<file path="src/rtl/ecc_sum_pkg.sv">
// Shared constants and types for the ECC step status aggregator.
// Assumes a 64-bit status word whose field positions are fixed by the
// decoder that writes it.
package ecc_sum_pkg;
    localparam int unsigned WORD_W   = 64;
    localparam int unsigned CNT_W    = 6;
    localparam int unsigned FLAG_BIT = 31;
    localparam int unsigned ERR_LSB  = 24;
    localparam int unsigned ZERO_LSB = 16;

    typedef enum logic [1:0] {
        STEP_OK    = 2'd0,
        STEP_BAD   = 2'd1,
        STEP_BLANK = 2'd2,
        STEP_STALE = 2'd3
    } step_kind_e;
endpackage

</file>
<file path="src/rtl/ecc_step_decode.sv">
// Classifies one status word: stale (not complete), correctable,
// uncorrectable, or blank-page evidence. Purely combinational.
// Assumes strength and scrambler setting are stable while a word is offered.
module ecc_step_decode
    import ecc_sum_pkg::*;
(
    input  logic [WORD_W-1:0] word_i,
    input  logic [CNT_W-1:0]  strength_i,
    input  logic              scramble_en_i,
    output logic [CNT_W-1:0]  err_o,
    output step_kind_e        kind_o
);
    logic             complete;
    logic [CNT_W-1:0] zero_cnt;
    logic             unused_bits;

    assign unused_bits = ^{word_i[WORD_W-1:32], word_i[30], word_i[23:22], word_i[15:0]};

    // Extract fields and pick the step class, stale taking precedence.
    always_comb begin
        complete = word_i[FLAG_BIT];
        err_o    = word_i[ERR_LSB +: CNT_W];
        zero_cnt = word_i[ZERO_LSB +: CNT_W];
        if (!complete)
            kind_o = STEP_STALE;
        else if (err_o != {CNT_W{1'b1}})
            kind_o = STEP_OK;
        else if (scramble_en_i && (zero_cnt < strength_i))
            kind_o = STEP_BLANK;
        else
            kind_o = STEP_BAD;
    end
endmodule

</file>
<file path="src/rtl/ecc_sum_accum.sv">
// Holds the page summary registers and updates them for one accepted step.
// Assumes clear_i and step_en_i are never both set (the top gates this).
module ecc_sum_accum
    import ecc_sum_pkg::*;
#(
    parameter int unsigned TOTAL_W = 11,
    parameter int unsigned FAIL_W  = 5
) (
    input  logic               clk,
    input  logic               rst_n,
    input  logic               clear_i,
    input  logic               step_en_i,
    input  step_kind_e         kind_i,
    input  logic [CNT_W-1:0]   err_i,
    output logic [CNT_W-1:0]   max_o,
    output logic [TOTAL_W-1:0] total_o,
    output logic [FAIL_W-1:0]  failed_o,
    output logic               erased_o,
    output logic               stale_o
);
    localparam int unsigned PAD_W = TOTAL_W + 1 - CNT_W;

    logic [TOTAL_W:0] sum_ext;

    // Widened sum for saturation detection.
    always_comb begin
        sum_ext = {1'b0, total_o} + {{PAD_W{1'b0}}, err_i};
    end

    // Clear on reset or start, otherwise fold in the accepted step.
    always_ff @(posedge clk) begin
        if (!rst_n || clear_i) begin
            max_o    <= '0;
            total_o  <= '0;
            failed_o <= '0;
            erased_o <= 1'b0;
            stale_o  <= 1'b0;
        end else if (step_en_i) begin
            case (kind_i)
                STEP_OK: begin
                    total_o <= sum_ext[TOTAL_W] ? {TOTAL_W{1'b1}} : sum_ext[TOTAL_W-1:0];
                    if (err_i > max_o)
                        max_o <= err_i;
                end
                STEP_BAD: begin
                    if (!(&failed_o))
                        failed_o <= failed_o + 1'b1;
                end
                STEP_BLANK: erased_o <= 1'b1;
                default:    stale_o  <= 1'b1;
            endcase
        end
    end

    assert_clear_R1: assert property (@(posedge clk) disable iff (!rst_n)
        clear_i |=> (total_o == '0 && failed_o == '0 && max_o == '0 && !erased_o && !stale_o));

    assert_total_grows_R3: assert property (@(posedge clk) disable iff (!rst_n)
        (step_en_i && !clear_i && kind_i == STEP_OK) |=> (total_o >= $past(total_o)));

    assert_max_covers_R4: assert property (@(posedge clk) disable iff (!rst_n)
        (step_en_i && !clear_i && kind_i == STEP_OK) |=> (max_o >= $past(err_i)));

    assert_fail_count_R5: assert property (@(posedge clk) disable iff (!rst_n)
        (step_en_i && !clear_i && kind_i == STEP_BAD && !(&failed_o))
        |=> (failed_o == $past(failed_o) + 1'b1) && $stable(total_o));

    assert_stale_no_count_R8: assert property (@(posedge clk) disable iff (!rst_n)
        (step_en_i && !clear_i && kind_i == STEP_STALE)
        |=> stale_o && $stable(total_o) && $stable(failed_o) && $stable(max_o));

    assert_fail_saturates_R12: assert property (@(posedge clk) disable iff (!rst_n)
        (step_en_i && !clear_i && kind_i == STEP_BAD && (&failed_o)) |=> (&failed_o));
endmodule

</file>
<file path="src/rtl/ecc_page_summary.sv">
// Page-level ECC summary: arms on start, accepts one status word per valid
// cycle, ends on the last word or on blank-page evidence, pulses done.
// Assumes the input never needs backpressure; words offered while idle
// are dropped.
module ecc_page_summary
    import ecc_sum_pkg::*;
#(
    parameter  int unsigned MAX_STEPS = 16,
    localparam int unsigned TOTAL_W   = CNT_W + $clog2(MAX_STEPS + 1),
    localparam int unsigned FAIL_W    = $clog2(MAX_STEPS + 1)
) (
    input  logic               clk,
    input  logic               rst_n,
    input  logic               start_i,
    input  logic               word_valid_i,
    input  logic               word_last_i,
    input  logic [WORD_W-1:0]  word_i,
    input  logic [CNT_W-1:0]   strength_i,
    input  logic               scramble_en_i,
    output logic [CNT_W-1:0]   max_flips_o,
    output logic [TOTAL_W-1:0] corrected_o,
    output logic [FAIL_W-1:0]  failed_o,
    output logic               erased_o,
    output logic               not_ready_o,
    output logic               done_o
);
    logic             active_q;
    logic             accept;
    logic             finish;
    logic [CNT_W-1:0] step_err;
    step_kind_e       step_kind;

    ecc_step_decode u_decode (
        .word_i        (word_i),
        .strength_i    (strength_i),
        .scramble_en_i (scramble_en_i),
        .err_o         (step_err),
        .kind_o        (step_kind)
    );

    ecc_sum_accum #(
        .TOTAL_W (TOTAL_W),
        .FAIL_W  (FAIL_W)
    ) u_accum (
        .clk       (clk),
        .rst_n     (rst_n),
        .clear_i   (start_i),
        .step_en_i (accept),
        .kind_i    (step_kind),
        .err_i     (step_err),
        .max_o     (max_flips_o),
        .total_o   (corrected_o),
        .failed_o  (failed_o),
        .erased_o  (erased_o),
        .stale_o   (not_ready_o)
    );

    // Accept only while armed; a start in the same cycle drops the word.
    always_comb begin
        accept = active_q && word_valid_i && !start_i;
        finish = accept && (word_last_i || step_kind == STEP_BLANK);
    end

    // Arm on start, disarm on the final or blank step, pulse done after it.
    always_ff @(posedge clk) begin
        if (!rst_n) begin
            active_q <= 1'b0;
            done_o   <= 1'b0;
        end else begin
            done_o <= finish;
            if (start_i)
                active_q <= 1'b1;
            else if (finish)
                active_q <= 1'b0;
        end
    end

    assert_erased_ends_R6: assert property (@(posedge clk) disable iff (!rst_n)
        $rose(erased_o) |-> done_o);

    assert_done_after_last_R9: assert property (@(posedge clk) disable iff (!rst_n)
        (accept && word_last_i) |=> done_o);

    assert_done_single_R9: assert property (@(posedge clk) disable iff (!rst_n)
        done_o |=> !done_o);

    assert_idle_hold_R10: assert property (@(posedge clk) disable iff (!rst_n)
        (!active_q && !start_i) |=> ($stable(corrected_o) && $stable(failed_o) &&
            $stable(max_flips_o) && $stable(erased_o) && $stable(not_ready_o) && !done_o));

    assert_start_wins_R11: assert property (@(posedge clk) disable iff (!rst_n)
        (start_i && word_valid_i) |=> (corrected_o == '0 && failed_o == '0 && !done_o));
endmodule

</file>
<file path="config.mk">
export PLATFORM = sky130hd
export DESIGN_NAME = ecc_page_summary
export DESIGN_NICKNAME = d
export VERILOG_FILES = /design/src/rtl/ecc_sum_pkg.sv /design/src/rtl/ecc_step_decode.sv /design/src/rtl/ecc_sum_accum.sv /design/src/rtl/ecc_page_summary.sv
export SDC_FILE = /design/constraint.sdc
export NUM_CORES = 1
export LEC_CHECK = 0
export BUFFER_PORTS_ARGS = -buffer_cell sky130_fd_sc_hd__buf_2
export CORE_MARGIN = 4
export CORE_UTILIZATION = 46
export DETAILED_ROUTE_END_ITERATION = 10
export HOLD_SLACK_MARGIN = 0.08
export PLACE_DENSITY = 0.89
export SLEW_MARGIN = 10
export SYNTH_ARGS = -nofsm -noshare
export SYNTH_HDL_FRONTEND = slang
export SYNTH_SLANG_ARGS = --single-unit
</file>
<file path="constraint.sdc">
create_clock -name clk -period 5.7 [get_ports clk]
set_input_delay 0.855 -clock clk [delete_from_list [all_inputs] [get_ports clk]]
set_output_delay 0.855 -clock clk [all_outputs]
set_load 0.02 [all_outputs]
</file>
After elaboration in Yosys (flattened, before gate mapping)

Index checks and enable logic that the tools add are counted.

Flip-flop bits (word level): 26
Output and inout port bits: 25
Logic and storage cells: 39

Add/sub/neg operators: 2
Order comparisons: 2
Eq/ne operators: 3
Multiplexer cells: 6
Bitwise operators: 2
Reductions and logical operators: 17

Operators with widths:

| cell                  | number |
|---|---|
| $add A11 B6 Y12       | 1 |
| $mux W11              | 1 |
| $gt A6 B6 Y1          | 1 |
| $lt A6 B6 Y1          | 1 |
| $mux W2               | 3 |
| $ne A6 B6 Y1 const B  | 1 |
| $reduce_and A2 Y1     | 3 |
| $reduce_and A3 Y1     | 2 |
| $add A5 B1 Y5 const B | 1 |
| $reduce_and A5 Y1     | 1 |
| $logic_and A1 B1 Y1   | 4 |
| $reduce_or A3 Y1      | 1 |
| $eq A2 B1 Y1 const B  | 1 |
| $eq A2 B2 Y1 const B  | 1 |
| $logic_not A1 Y1      | 2 |
| $logic_not A2 Y1      | 1 |
| $logic_or A1 B1 Y1    | 2 |
| $mux W1               | 2 |
| $not A1 Y1            | 2 |
| $reduce_bool A2 Y1    | 1 |

Logic depth before layout (Yosys ltp)

Gate-level depths: netlist of run 1.

Depth in word-level cells: 10
Depth in mapped cells: 8
Gate-level depth less buffers: 7

Hierarchy

A second synthesis of run 1 with hierarchy kept.

Cells, all modules: 189
Area total of the unflattened synthesis: 1696.6 um^2

By module, submodules not included:

| module           | instances | cells each | area each (um^2) | sequential area each (um^2) |
|---|---|---|---|---|
| ecc_sum_accum    | 1         | 152        | 1383.8           | 480.5 |
| ecc_step_decode  | 1         | 29         | 227.7            | 0.0 |
| ecc_page_summary | 1         | 8          | 85.1             | 40.0 |

Least setup slack after synthesis of run 1

Ideal clock, no wire load.

Kind: in2reg
From: in word_i[24]
To: reg u_accum.total_o[10]
Arrival: 2418 ps
Data required time: 5614 ps
Path slack: 3196 ps
Stages on the path: 7
Buffers on the path: 0
Path through: ha_1 -> fa_1 -> a211oi_1 -> o21bai_1 -> a21oi_1 -> nor4_1 -> a211oi_1

Longest elaborated chain between the ends: 5
Elaborated cells between the ends (all ways): 7

Ends and longest elaborated chain:

| element                                                                 | line                   | source |
|---|---|---|
| start, declared                                                         | ecc_page_summary.sv:17 | `input logic [WORD_W-1:0] word_i,` |
| parallel branches: the longest is 5 deep, another holds $add A11 B6 Y12 | -                      |  |
| end signal, assigned                                                    | ecc_sum_accum.sv:41    | `total_o <= sum_ext[TOTAL_W] ? {TOTAL_W{1'b1}} : sum_ext[TOTAL_W-1:0];` |
| end, declared                                                           | ecc_sum_accum.sv:16    | `output logic [TOTAL_W-1:0] total_o,` |

Parallel ways; which one is timed is not known.
A chain may end at the register's enable or synchronous reset.

Worst setup path in the final report of run 1

Ends and elaborated chain as after synthesis.

==> results.cfg, run 1 <==
[sta]
worst_pin_slew_ns = 0.853
fin_crit_sh_pct = 43.6
rsz0062_at_grt = no
hold_violations = 0
slew_headroom_pct = 43.0
fin_crit_ns = 2.49
fin_setup_tns_ns = 0
fmax_mhz = 402
setup_viol = 0
clock_skew_ns = 0.00468
slew_violations = 0

[floorplan]
die-height_um = 67.9
dieArea_um2 = 4610
core_um2 = 3390
rows = 21
initial_core_util_pct = 48.7
io_pins = 101
fp.dieW_um = 67.9

[drt]
vias_per_cell = 5.41
wl_per_cell_um = 12.9
via_count = 1515
drt_iter0_drc = 53
dr.pass1.iters = 4
wl_um = 3610
drcViolationCount = 0
ant_nets = 0

[clocking]
tritoncts = done
cts.sinks = 26
h-tree-depth = 1
clk_path_buf_depth = 2
path_clk_slew_ns = 0.14
insertion_delay_ns = 0.32
root_buffer = clkbuf_4
cts_hold_buf = 0
cts-resized-gates = 0
cts_setup_buffers = 0
numCtsBuffers = 3

[synthesis]
syn_nets = 282
yosysWarnings = 0
synth_area_per_cell_um2 = 8.87
synthesis.area_um2 = 1650
synth_cell_type_count = 41
ys_ff_latch = 26
netlist_instances = 186
ys_seq_area_share_pct = 31.5

[global_routing]
grt_pass1_wl_um = 5830
antenna_found_initial = 0
grt.total_usage_pct = 16.3
grt_max_degree = 16
first_global_vias = 1331
grt_overflow_total = 0

[power]
p_total_uw = 360
power_density_nw_per_um2 = 182
irDropWorstVdd_mv = 0.103
leakage_nw = 0.896

[final_layout]
antenna_cells = 0
fill_cells = 317
drive_above_1_share_pct = 26.9
seqCellArea_um2 = 520
fin_nets = 331
multi_input_area_um2 = 1040
syn_to_final_growth_pct = 19.9

[critical_path]
cp_max_fo = 6
reg2regPathDepth = 7
crit_start = word_i[24]
cp_data_required_time_ns = 5.95
worstSetupEndpointType = flop
cp_common_cell = a211oi_1
crit_type = in2reg
ff2ff_setup_slack_ns = 3.52
worstReg2RegStart = u_accum.total_o[0]
slowest_delay_ns = 0.40
crit_chain = buf_2, ha_1, fa_1, a211oi_1, o21bai_1, a21oi_1, nor4_1, a211oi_1
startpoint_type = input pin
crit_slowest_cell = fa_1
regToRegEndpoint = u_accum.total_o[10]
worstPathArrival_ns = 2.73
endpoint = u_accum.total_o[10]

[placement]
port_buffers = 49
routabilityCongestion = 0.765
hpwl_um = 2880

[worst_hold_path]
worstHoldPathType = reg2reg

[run_status]
outcome = finished clean

[job]
cap_viol_max_count = 0
==> where the power goes <==
group	leakage (nW)	total (mW)	switching (mW)	internal, mW
clock	0.0279	0.127	0.0561	0.0711
combinational	0.658	0.0480	0.0270	0.0210
sequential	0.210	0.184	0.00127	0.183
total	0.896	0.360	0.0844	0.275
==> cells in the final DEF (no fill, tap or decap), drive strengths merged, types with 2 or more instances in the layout <==
| cell | n |
|---|---|
| a21oi | 15 |
| nand3 | 6 |
| a21o | 2 |
| nand4b | 2 |
| clkbuf | 3 |
| o21bai | 3 |
| o211ai | 2 |
| o21ai | 9 |
| nor2 | 15 |
| nand2 | 10 |
| buf | 50 |
| and3 | 2 |
| mux2i | 7 |
| o221a | 3 |
| nand2b | 3 |
| nor3 | 4 |
| or4 | 3 |
| ha | 19 |
| inv | 14 |
| dfxtp | 26 |
| xnor2 | 3 |
| nor2b | 2 |
| o21a | 6 |
| o31ai | 6 |
| a31oi | 2 |
| a21boi | 2 |
| a211oi | 4 |
==> worst min-delay path by stage <==
stage | startpoint | end | slack (ns) | cells after the start
final | u_accum.stale_o | u_accum.stale_o | 0.50 | 2
after global routing | u_accum.stale_o | u_accum.stale_o | 0.54 | 2
after CTS | u_accum.stale_o | u_accum.stale_o | 0.50 | 2
after detailed placement | u_accum.stale_o | u_accum.stale_o | 0.47 | 2
after global placement | u_accum.stale_o | u_accum.stale_o | 0.44 | 2
after floorplan | active_q | done_o | 0.54 | 2
==> synthesized netlist by cell type <==
| master | count | share of area (%) |
|---|---|---|
| a311oi_1 | 1 | 0.53 |
| mux2i_1 | 7 | 4.2 |
| buf_6 | 1 | 0.68 |
| a21boi_0 | 2 | 0.91 |
| nor3_4 | 1 | 0.99 |
| o21a_1 | 6 | 2.7 |
| nor3_1 | 3 | 0.91 |
| nand2b_2 | 1 | 0.53 |
| nand2_1 | 10 | 2.3 |
| nor2_1 | 15 | 3.4 |
| o21bai_1 | 3 | 1.4 |
| xor2_1 | 1 | 0.53 |
| nand4b_1 | 1 | 0.53 |
| a21oi_1 | 15 | 4.5 |
| a21o_1 | 2 | 0.91 |
| o21ai_0 | 9 | 2.7 |
| o211ai_1 | 2 | 0.91 |
| or3_2 | 1 | 0.46 |
| a211oi_1 | 4 | 1.8 |
| and4_1 | 1 | 0.53 |
| dfxtp_1 | 26 | 32 |
| nand4_2 | 1 | 0.76 |
| buf_2 | 3 | 0.91 |
| nand3_1 | 6 | 1.8 |
| o21ba_2 | 1 | 0.61 |
| and3_1 | 2 | 0.76 |
| o31ai_1 | 6 | 2.7 |
| nor2b_1 | 2 | 0.76 |
| nand4b_4 | 1 | 1.4 |
| nand2b_1 | 2 | 0.76 |
| xnor2_1 | 3 | 1.6 |
| a31oi_1 | 2 | 0.76 |
| o221a_2 | 3 | 2.0 |
| nand3b_1 | 1 | 0.46 |
| fa_1 | 1 | 1.2 |
| clkbuf_1 | 2 | 0.46 |
| inv_1 | 14 | 3.2 |
| ha_1 | 19 | 14 |
| or4_1 | 3 | 1.4 |
| nor4_1 | 1 | 0.38 |
| o31a_1 | 1 | 0.53 |
==> kinds of logic (layout without fill, tap and decap cells) <==
group                      after synthesis  count (layout)  share of synthesized area, %
DFF                                     26              26                          31.5
buffers and inverters                   20              68                          5.23
AOI/OAI and AO/OA                       57              57                          23.1
adders and majority gates               20              20                          15.6
and+or+nand+nor                         52              52                          18.1
muxes                                    7               7                          4.25
xor gates and xnor gates                 4               4                          2.12
==> registers in the layout, summed over array words and instances (netlist names) <==
name,cells
u_accum.total_o,11
done_o,1
u_accum.max_o,6
u_accum.erased_o,1
u_accum.failed_o,5
active_q,1
u_accum.stale_o,1
==> layer usage <==
| metal | wire length, um | global-route usage, % |
|---|---|---|
| met5 | 0 | 0 |
| met4 | 25 | 3.23 |
| met3 | 190 | 2.96 |
| met2 | 1800 | 28.6 |
| met1 | 1600 | 21.0 |
==> per-stage QoR <==
stage | instances | hold WS, ns | utilization, % | instance area, um^2 | worst slack [ns]
2_1_floorplan | 186 | 0.536 | - | 1650 | 3.20
3_3_place_gp | 276 | 0.442 | 56.8 | 1930 | 2.88
3_5_place_dp | 276 | 0.472 | 56.8 | 1930 | 2.88
4_1_cts | 280 | 0.504 | 58.4 | 1980 | 3.22
5_1_grt | 280 | 0.545 | 58.4 | 1980 | 3.08
6_report | 280 | 0.495 | 58.4 | 1980 | 3.21
==> layout make-up <==
type | count | share of cell area (%)
clock inverter | 1 | 1.52
sequential | 26 | 26.3
tap | 46 | 2.91
timing repair buffer | 50 | 12.8
clock buffer | 3 | 1.14
inverter | 14 | 2.65
multi-input combinational | 140 | 52.7
==> critical path, delay by kind of cell <==
| family | cells | cell delay (ns) |
|---|---|---|
| AO/OA/AOI/OAI | 4 | 1.00 |
| adder cells (fa/ha/maj) | 2 | 0.63 |
| buffers and inverters | 1 | 0.12 |
| AND/OR/NAND/NOR | 1 | 0.12 |
(Power assumes the default switching activity.)
==> run 2: changes to the inputs <==
CORE_UTILIZATION = 43   (was 46)
PLACE_DENSITY = 0.84   (was 0.89)
clock period = 2.4 ns   (was 5.7 ns; I/O delays follow)
==> results.cfg, run 2 (synthesis gave the netlist of run 1 again) <==
[run_status]
outcome = finished clean

[sta]
fin_crit_ns = 2.07
fmax_mhz = 483
worst_pin_slew_ns = 0.582
fin_crit_sh_pct = 86.3
worst_hold_slack_ns = 0.360
hold_violations = 0
slew_violations = 0
slew_headroom_pct = 61.2
setup_viol = 0
clock_skew_ns = 0.00362
rsz0062_at_grt = no
fin_setup_tns_ns = 0

[critical_path]
crit_type = reg2reg
worstSetupEndpointType = flop
cp_data_required_time_ns = 2.58
cp_max_fo = 6
startpoint_type = flop
worstPathArrival_ns = 2.25

[placement]
dpl_cell_area_um2 = 1940
port_buffers = 49
routabilityCongestion = 0.762
hpwl_um = 2860

[global_routing]
first_global_vias = 1517
grt_max_degree = 15
grt_overflow_total = 0
grt_pass1_wl_um = 6330
grt.total_usage_pct = 15.1
antenna_found_initial = 0

[final_layout]
syn_to_final_growth_pct = 21.2
top_register = u_accum.total_o
seqCellArea_um2 = 520
fin_util_pct = 54.2
fill_cells = 330
layout_common_cells = buf_2, dfxtp_1, ha_1
top_regs = u_accum.total_o x11, u_accum.max_o x6, u_accum.failed_o x5
stdcell_area_um2 = 2000
drive_above_1_share_pct = 27.5
multi_input_area_um2 = 1040
layout_commonest_cell = buf_2
antenna_cells = 0
fin_nets = 333
largest_reg_flops = 11

[floorplan]
io_pins = 101
fp.dieW_um = 70.0
dieArea_um2 = 4890
core_um2 = 3690
die-height_um = 70.0
rows = 22
initial_core_util_pct = 44.7

[power]
intPower_uw = 632
irDropWorstVdd_mv = 0.313
seqPwrFrac_pct = 52.2
switching_share_pct = 24.5
leakage_nw = 0.906
pwr-share-comb_pct = 13.7
clkPwrFrac_pct = 34.1
power_density_nw_per_um2 = 419
switching_power_uw = 205

[clocking]
cts_hold_buf = 0
cts-resized-gates = 0
tritoncts = done
root_buffer = clkbuf_8
numCtsBuffers = 3
clk_path_buf_depth = 2
cts.sinks = 26
cts_setup_buffers = 0
path_clk_slew_ns = 0.09
insertion_delay_ns = 0.27
h-tree-depth = 1

[job]
cap_viol_max_count = 0

[drt]
drt_iter0_drc = 57
vias_per_cell = 5.33
wl_per_cell_um = 12.6
wl_um = 3580
via_count = 1514
drcViolationCount = 0
ant_nets = 0
dr.pass1.iters = 4

[worst_hold_path]
worstHoldPathType = in2reg
-- run 2: cell count changes in the layout (fill, tap and decap cells not counted) --
| cell | before | now |
|---|---|---|
| clkbuf_8 | 0 | 4 |
| clkbuf_4 | 3 | 0 |
| bufinv_16 | 1 | 0 |
| buf_4 | 1 | 3 |
-- run 2: metrics by stage --
| stage | power [mW] | std cells | worst slack [ns] |
|---|---|---|---|
| floorplan | 0.516 | 186 | 0.360 |
| global placement | 0.559 | 280 | 0.166 |
| detailed placement | 0.563 | 280 | 0.187 |
| CTS | 0.849 | 284 | 0.335 |
| global route | 0.887 | 284 | 0.199 |
| finish | 0.837 | 284 | 0.329 |
-- run 2: path summary, 6_finish.rpt --
path | from | endpoint | slack (ns) | cells after the start
setup reg to reg | u_accum.total_o[0] | u_accum.total_o[10] | 0.33 | 8
hold / removal | rst_n | active_q | 0.36 | 3
hold reg to reg | u_accum.stale_o | u_accum.stale_o | 0.48 | 2
setup / recovery | u_accum.total_o[0] | u_accum.total_o[10] | 0.33 | 8
-- run 2: cell type report --
cell class / instances / share of cell area [%]
flip-flops and latches: 26 / 26.0
inverters: 14 / 2.63
clock buffers: 4 / 2.75
well taps: 48 / 3.00
multi-input cells: 140 / 52.2
repair buffers: 52 / 13.4
-- run 2: critical path: stages (launching register included) --
cell and delay [ns]:
dfxtp_1 0.34, ha_1 0.21, fa_1 0.42, a211oi_1 0.30, o21bai_1 0.12, a21oi_1 0.16
buf_4 0.16, nor4_1 0.05, a211oi_1 0.23
-- run 2: power by group through the flow --
| stage | clock network (mW) | logic [mW] | registers [mW] |
|---|---|---|---|
| final | 0.285 | 0.115 | 0.437 |
| after global routing | 0.317 | 0.132 | 0.438 |
| after CTS | 0.296 | 0.116 | 0.437 |
| after detailed placement | 0 | 0.116 | 0.448 |
| after global placement | 0 | 0.112 | 0.447 |
| after floorplan | 0 | 0.0664 | 0.449 |
-- run 2: routing by layer --
metal	global-route usage (%)	vias up	wire length [um]
met2	27.3	40	1770
li1	-	780	-
met5	0	-	0
met3	4.03	2	195
met1	18.1	692	1600
met4	2.34	0	8
==> run 3: changes to the inputs <==
ABC_AREA = 1   (was unset)
CORE_UTILIZATION = 44   (was 43)
==> results.cfg, run 3 <==
[sta]
worst_pin_slew_ns = 0.345
fin_crit_sh_pct = 74.7
setup_viol = 0
hold_violations = 0
slew_headroom_pct = 77.0
fin_crit_ns = 1.79
slew_violations = 0
worst_hold_slack_ns = 0.324
fin_setup_tns_ns = 0
rsz0062_at_grt = no
fmax_mhz = 558
clock_skew_ns = 0.00289

[synthesis]
syn_nets = 356
ys_top_cells_by_area = dfxtp_1, ha_1, nand2_1
ys_ff_latch = 26
netlist_instances = 260
synth_cell_type_count = 29
yosysTopAreaCellShare_pct = 29.3
synth_edf_count = 0
yosys.area.top_type = dfxtp_1
yosysMostFrequentCell = nand2_1
yosysWarnings = 0
synth-main-ff-cell = dfxtp_1
synthesis.area_um2 = 1770
synth_area_per_cell_um2 = 6.82
synthTopCellsByCount = nand2_1, inv_1, nor2_1, dfxtp_1
async_flop_share_pct = 0
ys_seq_area_share_pct = 29.3

[drt]
ant_nets = 0
dr.pass1.iters = 4
wl_um = 4040
drt_iter0_drc = 72
wl_per_cell_um = 11.2
via_count = 1758
drcViolationCount = 0
vias_per_cell = 4.88

[critical_path]
worstSetupEndpointType = flop
cp.depth = 10
path_delay_family = adder cells
crit_buf_inv = 1
worstPathArrival_ns = 1.98
startpoint_type = flop
crit_slowest_cell = fa_1
crit_type = reg2reg
slowest_delay_ns = 0.42
cp_data_required_time_ns = 2.58
cp_max_fo = 4
reg2regPathDepth = 10
crit_chain = ha_1, fa_1, nand3_1, nand3_1, nand2_1, nand2_1, nand3b_1, nand3_1, nand2_1, inv_1

[job]
cap_viol_max_count = 0

[placement]
hpwl_um = 3240
routabilityCongestion = 0.922
dpl_cell_area_um2 = 2070
port_buffers = 49

[floorplan]
rows = 22
io_pins = 101
fp.dieW_um = 71.5
core_um2 = 3770
die-height_um = 71.5
dieArea_um2 = 5110
initial_core_util_pct = 47.0

[global_routing]
grt_max_degree = 19
antenna_found_initial = 0
grt.total_usage_pct = 16.1
first_global_vias = 1605
grt_overflow_total = 0
grt_pass1_wl_um = 6910

[final_layout]
layout_common_cells = nand2_1, buf_2, inv_1
fin_nets = 409
fin_util_pct = 56.3
antenna_cells = 0
syn_to_final_growth_pct = 19.7
drive_above_1_share_pct = 21.2
layout_commonest_cell = nand2_1
largest_reg_flops = 11
top_register = u_accum.total_o
fill_cells = 353
top_regs = u_accum.total_o x11, u_accum.max_o x6, u_accum.failed_o x5
stdcell_area_um2 = 2120

[clocking]
cts.sinks = 26
cts-resized-gates = 0
cts_hold_buf = 0
root_buffer = clkbuf_8
h-tree-depth = 1
tritoncts = done
cts_setup_buffers = 0
insertion_delay_ns = 0.27
path_clk_slew_ns = 0.09
clk_path_buf_depth = 2
numCtsBuffers = 3

[worst_hold_path]
worstHoldPathCells = 3
worstHoldPathType = in2reg

[run_status]
outcome = finished clean

[power]
power_density_nw_per_um2 = 397
irDropWorstVdd_mv = 0.163
leakage_nw = 1.05
p_total_uw = 843
run 3: layer usage:
layer,track usage (%),up-vias,routed length (um)
met2,26.2,49,1840
met5,0,-,0
met1,21.0,765,1860
met3,3.23,6,283
met4,6.26,0,60
li1,-,938,-
run 3: final timing paths:
check / from / to / slack, ns
worst max-delay path: u_accum.total_o[0] / u_accum.total_o[8] / 0.61
worst min-delay path: rst_n / done_o / 0.32
worst max register to register: u_accum.total_o[0] / u_accum.total_o[8] / 0.61
worst min register to register: u_accum.erased_o / u_accum.erased_o / 0.45
run 3: area by class of cell:
class | count | area (um^2) | share of cell area (%)
repair buffers | 50 | 253 | 11.9
multi-input cells | 186 | 1060 | 50.0
flip-flops and latches | 26 | 520 | 24.5
clock buffers | 4 | 55.1 | 2.59
well taps | 48 | 60.1 | 2.83
inverters | 46 | 173 | 8.13
run 3: per-stage QoR:
stage	cells	setup slack (ns)
2_1_floorplan	260	0.700
3_3_place_gp	356	0.435
3_5_place_dp	356	0.435
4_1_cts	360	0.609
5_1_grt	360	0.459
6_report	360	0.607
run 3: report_power, final:
group          leakage (nW)  switching (mW)  internal (mW)
clock network        0.0288           0.141          0.147
logic                 0.814          0.0704         0.0472
registers             0.210         0.00297          0.435
run 3: tightest hold or removal path: stages:
cell    delay (ns)
buf_2         0.10
inv_1         0.06
nor2_1        0.04
run 3: cells by family (layout without fill, tap and decap cells):
group / count (synthesis) / count (layout) / share of synthesized area (%)
AOI/OAI and AO/OA: 39 / 39 / 11.6
xor gates and xnor gates: 4 / 4 / 1.97
adders and majority gates: 20 / 20 / 14.5
buffers and inverters: 48 / 100 / 10.8
and+or+nand+nor: 123 / 123 / 31.7
DFF: 26 / 26 / 29.3
